<file path="config.mk">
export PLATFORM = sky130hd
export DESIGN_NAME = shd_region_decoder
export DESIGN_NICKNAME = d
export VERILOG_FILES = /design/src/rtl/shd_pkg.sv /design/src/rtl/shd_regfile.sv /design/src/rtl/shd_seg_route.sv /design/src/rtl/shd_attr_mux.sv /design/src/rtl/shd_region_decoder.sv
export SDC_FILE = /design/constraint.sdc
export NUM_CORES = 1
export LEC_CHECK = 0
export ABC_AREA = 1
export BUFFER_PORTS_ARGS = -buffer_cell sky130_fd_sc_hd__buf_4
export CAP_MARGIN = 20
export CORE_MARGIN = 8
export CORE_UTILIZATION = 58
export DETAILED_ROUTE_END_ITERATION = 10
export HOLD_SLACK_MARGIN = 0.02
export MAX_ROUTING_LAYER = met4
export PLACE_DENSITY = 0.95
export SYNTH_ARGS = -nofsm -noshare
export SYNTH_HDL_FRONTEND = slang
export SYNTH_SLANG_ARGS = --single-unit
</file>
<file path="constraint.sdc">
create_clock -name clk -period 3.1 [get_ports clk]
set_clock_uncertainty 0.15 [all_clocks]
set_input_delay 0.775 -clock clk [delete_from_list [all_inputs] [get_ports clk]]
set_output_delay 0.775 -clock clk [all_outputs]
set_load 0.02 [all_outputs]
</file>
<file path="src/rtl/shd_pkg.sv">
package shd_pkg;

  typedef enum logic [1:0] {
    WR_EXT = 2'b00,
    WR_INT = 2'b01,
    WR_BLK = 2'b10
  } wr_route_e;

  typedef struct packed {
    logic      rd_int;
    wr_route_e wr;
  } route_t;

  localparam route_t ROUTE_EXT = '{rd_int: 1'b0, wr: WR_EXT};

  // Segment numbering inside the upper window: 0=C, 1=D, 2=E, 3=F
  localparam int NUM_BLK_SEGS = 3;

  // Segment enable bits in the main control byte: C=4, D=5, E=6
  function automatic int seg_en_bit(input int s);
    return 4 + s;
  endfunction

  // Write-protect bits in the main control byte: C=0, D=1, E=2
  function automatic int seg_wp_bit(input int s);
    return s;
  endfunction

  // Low bit of the block-enable nibble: C uses high nibble, D low, E high
  function automatic int seg_blk_lsb(input int s);
    return (s == 1) ? 0 : 4;
  endfunction

  // Which byte carries the block enables: 1 = C byte, 0 = shared D/E byte
  function automatic bit seg_uses_c_byte(input int s);
    return (s == 0);
  endfunction

endpackage

</file>
<file path="src/rtl/shd_regfile.sv">
module shd_regfile #(
  parameter int          ADDR_W    = 16,
  parameter int          DATA_W    = 8,
  parameter logic [15:0] IDX_PORT  = 16'h0022,
  parameter logic [15:0] DATA_PORT = 16'h0024,
  parameter int          FIRST_IDX = 'h10,
  parameter int          NUM_REGS  = 5
) (
  input  logic                          clk,
  input  logic                          rst_n,
  input  logic                          io_wr,
  input  logic [ADDR_W-1:0]             io_addr,
  input  logic [DATA_W-1:0]             io_wdata,
  output logic [DATA_W-1:0]             io_rdata,
  output logic [NUM_REGS-1:0][DATA_W-1:0] regs_q
);

  localparam int LAST_IDX = FIRST_IDX + NUM_REGS - 1;
  localparam logic [DATA_W-1:0] ALL_ONES = '1;

  function automatic logic [DATA_W-1:0] reset_val(input int i);
    case (i)
      0:       return DATA_W'('h3F);
      1:       return DATA_W'('hF0);
      default: return '0;
    endcase
  endfunction

  logic [DATA_W-1:0] index_q, index_d;
  logic              index_en;
  logic              data_sel, idx_sel, in_range;
  logic [NUM_REGS-1:0] reg_en;
  logic [NUM_REGS-1:0][DATA_W-1:0] regs_d;

  assign idx_sel  = (io_addr == ADDR_W'(IDX_PORT));
  assign data_sel = (io_addr == ADDR_W'(DATA_PORT));
  assign in_range = (int'(index_q) >= FIRST_IDX) && (int'(index_q) <= LAST_IDX);

  // next state
  always_comb begin
    index_en = io_wr && idx_sel;
    index_d  = io_wdata;
  end

  generate
    for (genvar g = 0; g < NUM_REGS; g++) begin : g_reg
      always_comb begin
        reg_en[g] = io_wr && data_sel && (int'(index_q) == FIRST_IDX + g);
        regs_d[g] = io_wdata;
      end

      always_ff @(posedge clk or negedge rst_n) begin
        if (!rst_n)         regs_q[g] <= reset_val(g);
        else if (reg_en[g]) regs_q[g] <= regs_d[g];
      end
    end
  endgenerate

  always_ff @(posedge clk or negedge rst_n) begin
    if (!rst_n)        index_q <= '0;
    else if (index_en) index_q <= index_d;
  end

  // read path
  always_comb begin
    io_rdata = ALL_ONES;
    if (data_sel) begin
      io_rdata = '0;
      if (in_range) begin
        for (int i = 0; i < NUM_REGS; i++)
          if (int'(index_q) == FIRST_IDX + i) io_rdata = regs_q[i];
      end
    end
  end

endmodule

</file>
<file path="src/rtl/shd_seg_route.sv">
module shd_seg_route
  import shd_pkg::*;
#(
  parameter int EN_BIT  = 4,
  parameter int WP_BIT  = 0,
  parameter int BLK_LSB = 4,
  parameter int BLK_W   = 2
) (
  input  logic [7:0]       ctl,
  input  logic [7:0]       blk_en,
  input  logic [BLK_W-1:0] blk_sel,
  output route_t           route
);

  localparam int NUM_BLK = 1 << BLK_W;

  logic [NUM_BLK-1:0] nib;
  logic               hit;

  assign nib = blk_en[BLK_LSB +: NUM_BLK];
  assign hit = ctl[EN_BIT] && nib[blk_sel];

  always_comb begin
    route = ROUTE_EXT;
    if (hit) begin
      route.rd_int = 1'b1;
      route.wr     = ctl[WP_BIT] ? WR_BLK : WR_INT;
    end
  end

endmodule

</file>
<file path="src/rtl/shd_attr_mux.sv">
module shd_attr_mux
  import shd_pkg::*;
#(
  parameter int MEM_AW = 20
) (
  input  logic [MEM_AW-1:0]            mem_addr,
  input  logic [7:0]                   ctl,
  input  logic [7:0]                   fctl,
  input  route_t [NUM_BLK_SEGS-1:0]    seg_route,
  output logic                         rd_int,
  output logic [1:0]                   wr_route
);

  localparam int SEG_LSB = MEM_AW - 4;

  logic       upper;
  logic [1:0] seg;
  route_t     f_route, sel;

  assign upper = &mem_addr[MEM_AW-1 -: 2];
  assign seg   = mem_addr[SEG_LSB +: 2];

  always_comb begin
    if (ctl[7]) begin
      f_route.rd_int = 1'b0;
      f_route.wr     = WR_INT;
    end else begin
      f_route.rd_int = 1'b1;
      f_route.wr     = fctl[7] ? WR_INT : WR_BLK;
    end
  end

  always_comb begin
    sel = ROUTE_EXT;
    if (upper) begin
      if (seg == 2'd3) sel = f_route;
      else             sel = seg_route[seg];
    end
  end

  assign rd_int   = sel.rd_int;
  assign wr_route = sel.wr;

endmodule

</file>
<file path="src/rtl/shd_region_decoder.sv">
module shd_region_decoder
  import shd_pkg::*;
#(
  parameter int IO_AW  = 16,
  parameter int MEM_AW = 20
) (
  input  logic              clk,
  input  logic              rst_n,
  input  logic              io_wr,
  input  logic [IO_AW-1:0]  io_addr,
  input  logic [7:0]        io_wdata,
  output logic [7:0]        io_rdata,
  input  logic [MEM_AW-1:0] mem_addr,
  output logic              rd_int,
  output logic [1:0]        wr_route
);

  localparam int NUM_REGS = 5;
  localparam int BLK_LSB  = MEM_AW - 6;

  // reset: asserted asynchronously, released on the clock
  logic [1:0] rst_sync_q;
  logic       rst_int_n;

  always_ff @(posedge clk or negedge rst_n) begin
    if (!rst_n) rst_sync_q <= '0;
    else        rst_sync_q <= {rst_sync_q[0], 1'b1};
  end
  assign rst_int_n = rst_sync_q[1];

  logic [NUM_REGS-1:0][7:0] regs;

  shd_regfile #(
    .ADDR_W   (IO_AW),
    .DATA_W   (8),
    .IDX_PORT (16'h0022),
    .DATA_PORT(16'h0024),
    .FIRST_IDX('h10),
    .NUM_REGS (NUM_REGS)
  ) u_regs (
    .clk     (clk),
    .rst_n   (rst_int_n),
    .io_wr   (io_wr),
    .io_addr (io_addr),
    .io_wdata(io_wdata),
    .io_rdata(io_rdata),
    .regs_q  (regs)
  );

  // regs[1] main control, regs[2] D/E block enables, regs[3] C block enables,
  // regs[4] F write enable; regs[0] is storage only
  route_t [NUM_BLK_SEGS-1:0] seg_route;

  generate
    for (genvar s = 0; s < NUM_BLK_SEGS; s++) begin : g_seg
      shd_seg_route #(
        .EN_BIT (seg_en_bit(s)),
        .WP_BIT (seg_wp_bit(s)),
        .BLK_LSB(seg_blk_lsb(s)),
        .BLK_W  (2)
      ) u_seg (
        .ctl    (regs[1]),
        .blk_en (seg_uses_c_byte(s) ? regs[3] : regs[2]),
        .blk_sel(mem_addr[BLK_LSB +: 2]),
        .route  (seg_route[s])
      );
    end
  endgenerate

  shd_attr_mux #(.MEM_AW(MEM_AW)) u_mux (
    .mem_addr (mem_addr),
    .ctl      (regs[1]),
    .fctl     (regs[4]),
    .seg_route(seg_route),
    .rd_int   (rd_int),
    .wr_route (wr_route)
  );

endmodule

</file>
Word-level counts from Yosys, hierarchy flattened
Index checks and enable logic that the tools add are counted.
{ "totals": {"reg_bits": 50, "latch_bits": 0, "ramBits": 0, "romBits": 0, "inputBits": 47, "output_inout_bits": 11, "elab_cells": 56, "n_memories": 0} }
{ "classes": {"addsub": 0, "multipliers": 0, "div": 0, "magnitude_cmp": 4, "n_eq_ne": 8, "shifts": 0, "muxes": 25, "bitwise": 0, "reduce_logical": 12} }
{ "ops": {"columns": ["operator", "count"], "rows": [
  ["$mux W8", 7],
  ["$eq A8 B6 Y1 const B", 5],
  ["$eq A16 B6 Y1 const B", 2],
  ["$mux W3", 7],
  ["$logic_and A1 B1 Y1", 11],
  ["$ge A8 B5 Y1 const B", 1],
  ["$le A8 B5 Y1 const B", 1],
  ["$mux W2", 4],
  ["$bmux W1 S2", 3],
  ["$bmux W3 S2", 1],
  ["$lt A2 B3 Y1 const B", 2],
  ["$mux W1", 3],
  ["$eq A2 B2 Y1 const B", 1],
  ["$reduce_and A2 Y1", 1]
]} }

Longest topological paths before layout
{ "depth": {"word_depth": 8, "ltp_mapped": 11, "depth_no_buf": 10} }

By module
A second synthesis with hierarchy kept.
{ "hier_totals": {"hier_cells": 428, "area_unflattened_um2": 3219.3} }
{ "modules_own_cells": {"columns": ["module", "n_inst", "cells_each", "area_per_inst_um2", "seq_area_each_um2"], "rows": [
  ["shd_regfile", 1, 338, 2797.7, 1213.7],
  ["shd_seg_route", 3, 19, 80.1, 0.0],
  ["shd_attr_mux", 1, 30, 127.6, 0.0],
  ["shd_region_decoder", 1, 3, 53.8, 50.0]
]} }

Worst setup path before layout
Ideal clock, no wire load.
{ "synth_path": {"kind": "input to output", "from": "input port mem_addr[14]", "to": "output port wr_route[0]", "arrival_time_ps": 1832, "required_ps": 2175, "slack_ps": 343, "path_stages": 9, "n_path_buf": 1, "path_cell_list": "clkbuf_1 inv_1 nand2_1 nand3_1 nand2_1 nand2_1 nand2_1 nand4_1 a21oi_1"} }
{ "synth_between": {"elab_chain_len": 8, "elab_cells_between_ends": 16, "classes_between": "13 x mux; 3 x reduce/logical"} }
{ "synth_lines": {"columns": ["item", "line", "source"], "rows": [
  ["from (decl)", "shd_region_decoder.sv:13", "input logic [MEM_AW-1:0] mem_addr,"],
  ["$bmux W1 S2", "shd_seg_route.sv:21", "assign hit = ctl[EN_BIT] && nib[blk_sel];"],
  ["$mux W1 (implied by the code)", "shd_seg_route.sv:21", null],
  ["$logic_and A1 B1 Y1", "shd_seg_route.sv:21", null],
  ["$mux W3", "shd_seg_route.sv:25", "if (hit) begin"],
  ["$bmux W3 S2 (*)", "shd_attr_mux.sv:37", "else sel = seg_route[seg];"],
  ["$mux W3 (implied by the code) (*)", "shd_attr_mux.sv:37", null],
  ["$mux W3 (*)", "shd_attr_mux.sv:36", "if (seg == 2'd3) sel = f_route;"],
  ["$mux W3 (*)", "shd_attr_mux.sv:35", "if (upper) begin"],
  ["to (decl)", "shd_region_decoder.sv:15", "output logic [1:0] wr_route"]
]} }
Mark *: on every way between the ends. The rest lies on a longest branch, timed or not. The select of a mux whose other input is x is not followed.

Worst setup path in the final report
{ "layout_path": {"from": "register u_regs.index_q[1]", "to": "output port io_rdata[5]"} }
{ "layout_between": {"elab_chain_len": 8, "elab_cells_between_ends": 15, "classes_between": "2 x order compare; 5 x eq/ne; 7 x mux; 1 x reduce/logical"} }
{ "layout_lines": {"columns": ["item", "line", "source"], "rows": [
  ["from (decl)", "shd_regfile.sv:29", "logic [DATA_W-1:0] index_q, index_d;"],
  ["from (signal assigned)", "shd_regfile.sv:61", "else if (index_en) index_q <= index_d;"],
  ["$eq A8 B6 Y1", "shd_regfile.sv:71", "if (int'(index_q) == FIRST_IDX + i) io_rdata = regs_q[i];"],
  ["$mux W8 (5 in series)", "shd_regfile.sv:71", null],
  ["$mux W8 (*)", "shd_regfile.sv:69", "if (in_range) begin"],
  ["$mux W8 (*)", "shd_regfile.sv:67", "if (data_sel) begin"],
  ["to (decl)", "shd_region_decoder.sv:12", "output logic [7:0] io_rdata,"]
]} }
Mark *: on every way between the ends. The rest lies on a longest branch, timed or not.

==> metrics.md <==
| Metric | Value |
|---|---|
| Status | `finished clean` |
| DR DRC count | `0` |
| Post-DRT Antenna Nets | `0` |
| Chip height | `about 84 µm` |
| Largest area contributor in the netlist | `dfrtp_1` |
| Clock Root Buffer | `clkbuf_8` |
| Largest family of logic cells by synthesized area | `simple AND/OR/NAND/NOR gates` |
| Critical Path End | `io_rdata[5]` |
| Clk_lat worst skew | `310 ps` |
| Register area share after synthesis | `between 40% and 50%` |
| Die area | `7030 µm²` |
| R2R setup slack | `approximately 1300 ps` |
| DR iter-0 viols | `250` |
| Row cnt | `24` |
| Min Tclk post-route | `roughly 2800 ps` |
| Number of global-route vias before repair | `2420` |
| Final Setup Violations | `0` |
| Reg-to-reg critical path endpoint | `u_regs.regs_q[24]$_DFFE_PN0P_` |
| Synth Net Count | `approximately 390` |
| # clock sinks | `50` |
| Area Growth Syn to Fin | `17.6%` |
| Post-synthesis compound-gate area fraction | `approximately an eighth` |
| I/O Pins | `58` |
| GRT Total Usage | `about a fifth` |
| Xor and xnor area share after synthesis | `0%` |
| Most frequent cells in the layout | `nand2_1, buf_4, o21ai_1, dfrtp_1, nor2_1` |
| RSZ-0062 raised after global routing | `false` |
| DR vias/cell | `between 5 and 6` |
| CP Launch Point | `u_regs.index_q[1]$_DFFE_PN0P_` |
| Post-synthesis adder-cell area fraction | `0%` |
| Largest net degree at the start of global routing | `49` |
| Hold crit path type | `in -> async` |
| Reg2Reg Launch Point | `u_regs.index_q[7]$_DFFE_PN0P_` |
| DR vias | `between 2000 and 3000` |
| CORE AREA | `4380 µm²` |
| Main area contributors after synthesis | `dfrtp_1, nand2_1, dfstp_2` |
| Initial Utilization | `60.9%` |
| Crit path required time | `around 2200 ps` |
| Multi-input gate area | `1220 µm²` |
| Final Slew Violations | `0` |
| Setup TNS | `0 ps` |
| Leakage | `1.47 nW` |
| Synth top area share | `between 30% and 40%` |
| Crit share post-route | `slightly above 90%` |
| P per Cell Area | `383 nW/µm²` |
| Fillers | `337` |
| GP Congestion | `between 0.9 and 1` |
| Crit path cell chain | `inv_2, nor3_4, nand3_1, nand3_1, nor2_1, o21ai_1, buf_4` |
| Maximum VDD drop | `287 µV` |
| Post-Synthesis Cells | `between 300 and 400` |
| Clock Path Buffers | `2` |
| Most common cell after layout, fill and taps aside | `nand2_1` |
| Die Wd | `around 84 µm` |
| Synth Cell Area | `2670 µm²` |
| Storage cell area | `1260 µm²` |
| Ys Warns | `0` |
| Worst EP arrival | `1910 ps` |
| Wirelength per Cell | `around 16 µm` |
| WL final | `6930 µm` |
| Synth unique cells | `27` |
| HPWL after detailed placement | `roughly 5000 µm` |
| Layout Nets | `~430` |
| Total CTS buffers | `5` |
| Slowest-stage cell, CP | `dfrtp_1` |
| H-tree Lvls | `2` |
| CTS resizes | `0` |
| Antenna cells | `0` |
| Syn_area_per_cell | `around 7.9 µm²` |
| # port buffers | `43` |
| First-pass GRT wire length | `between 10000 and 15000 µm` |
| Final hold vios | `0` |
| GRT overflow | `0` |
| Multiplexer share of the synthesized area | `0%` |
| Cell repeated most along the worst path | `nand3_1` |
| Cell depth of the worst flop-to-flop path | `6` |
| Worst-path fanout max | `9` |
| Clock slew at reported path FFs | `about 90 ps` |
| Finished Core Util | `71.6%` |
| TritonCTS clock tree | `built` |
| Initial antenna violation count | `0` |
| Max Cap Viol | `0` |
| Seq cells post-synth | `50` |
| Share of layout cells above drive strength 1 | `between 20% and 30%` |
| Pre-Repair DR Iteration Count | `4` |
| Critical Path Sink Type | `primary output` |
| Slowest stage delay, CP | `approximately 440 ps` |
| Simple-Gate Fraction of Synth Area | `about a third` |
| Startpoint Class | `flip-flop` |
| Kind of critical path | `reg -> out` |
| Fmax | `approximately 350 MHz` |
-- worst max-delay path: cells and delay by family (launching register included) --
kind,cells,cell delay (ps)
AND/OR/NAND/NOR,4,790
flip-flops,1,440
AO/OA/AOI/OAI,1,120
buffers and inverters,2,240
-- area by class of cell --
cell class / instances / area share [%]
well taps: 52 / 2.07
flip-flops and latches: 50 / 40.3
multi-input cells: 249 / 38.8
inverters: 30 / 3.71
clock inverters: 3 / 1.43
clock buffers: 5 / 2.19
repair buffers: 46 / 11.5
-- where the power goes --
part | leakage [nW] | internal, mW | switching [mW]
Clock | 0.0504 | 0.240 | 0.223
Combinational | 0.766 | 0.0368 | 0.0493
Sequential | 0.657 | 0.654 | 0.00109
-- how the worst min path moves through the flow --
stage                         endpoint  slack [ps]                     from  cells past startpoint
2_1_floorplan  rst_sync_q[1]$_DFF_PN0_         180  rst_sync_q[0]$_DFF_PN0_                      0
3_3_place_gp   rst_sync_q[1]$_DFF_PN0_         190  rst_sync_q[0]$_DFF_PN0_                      0
3_5_place_dp   rst_sync_q[1]$_DFF_PN0_         190  rst_sync_q[0]$_DFF_PN0_                      0
4_1_cts        rst_sync_q[1]$_DFF_PN0_          60                    rst_n                      1
5_1_grt        rst_sync_q[1]$_DFF_PN0_          60                    rst_n                      1
6_report       rst_sync_q[1]$_DFF_PN0_          70                    rst_n                      1
-- metal layers --
metal	vias up	wire length, µm	share of wire [%]	GRT usage, %
met3	20	511	7.4	5.57
met5	-	0	0	-
li1	1183	-	-	-
met1	1190	2740	40	23.3
met4	0	199	2.9	11.0
met2	119	3480	50	31.6
-- cell usage after synthesis, drive strengths merged --
| cell type | number |
|---|---|
| a21oi | 3 |
| buf | 7 |
| clkbuf | 3 |
| clkinv | 1 |
| conb | 1 |
| dfrtp | 40 |
| dfstp | 10 |
| inv | 29 |
| nand2 | 107 |
| nand3 | 34 |
| nand3b | 2 |
| nand4 | 5 |
| nor2 | 37 |
| nor3 | 3 |
| o21ai | 57 |
-- flip-flops by register name (all words and copies together), names as in the netlist --
signal / count
rst_sync_q: 2
u_regs.index_q: 8
u_regs.regs_q: 40
-- per-stage QoR --
stage	worst slack (ps)	hold slack, ps	total power [mW]	area, µm²	std cells
floorplan	343	181	0.700	2670	339
global placement	364	187	0.746	3000	425
finish	262	72.6	1.20	3140	435
global route	163	59.0	1.25	3140	435
CTS	269	59.9	1.21	3110	433
detailed placement	350	190	0.748	3000	425
-- logic make-up (layout without fill, tap and decap cells) --
| logic type | Yosys count | in the layout |
|---|---|---|
| buf+inv | 40 | 84 |
| other cells | 1 | 1 |
| compound gates | 60 | 60 |
| simple gates | 188 | 188 |
| flops | 50 | 50 |
-- what timing repair did --
item / 4_1_cts / 5_1_grt
endpoints found under the hold margin: 0 / 2
hold buffers: 0 / 1
setup buffers: 0 / 0
Note: power is estimated with default switching activity, not from simulation.
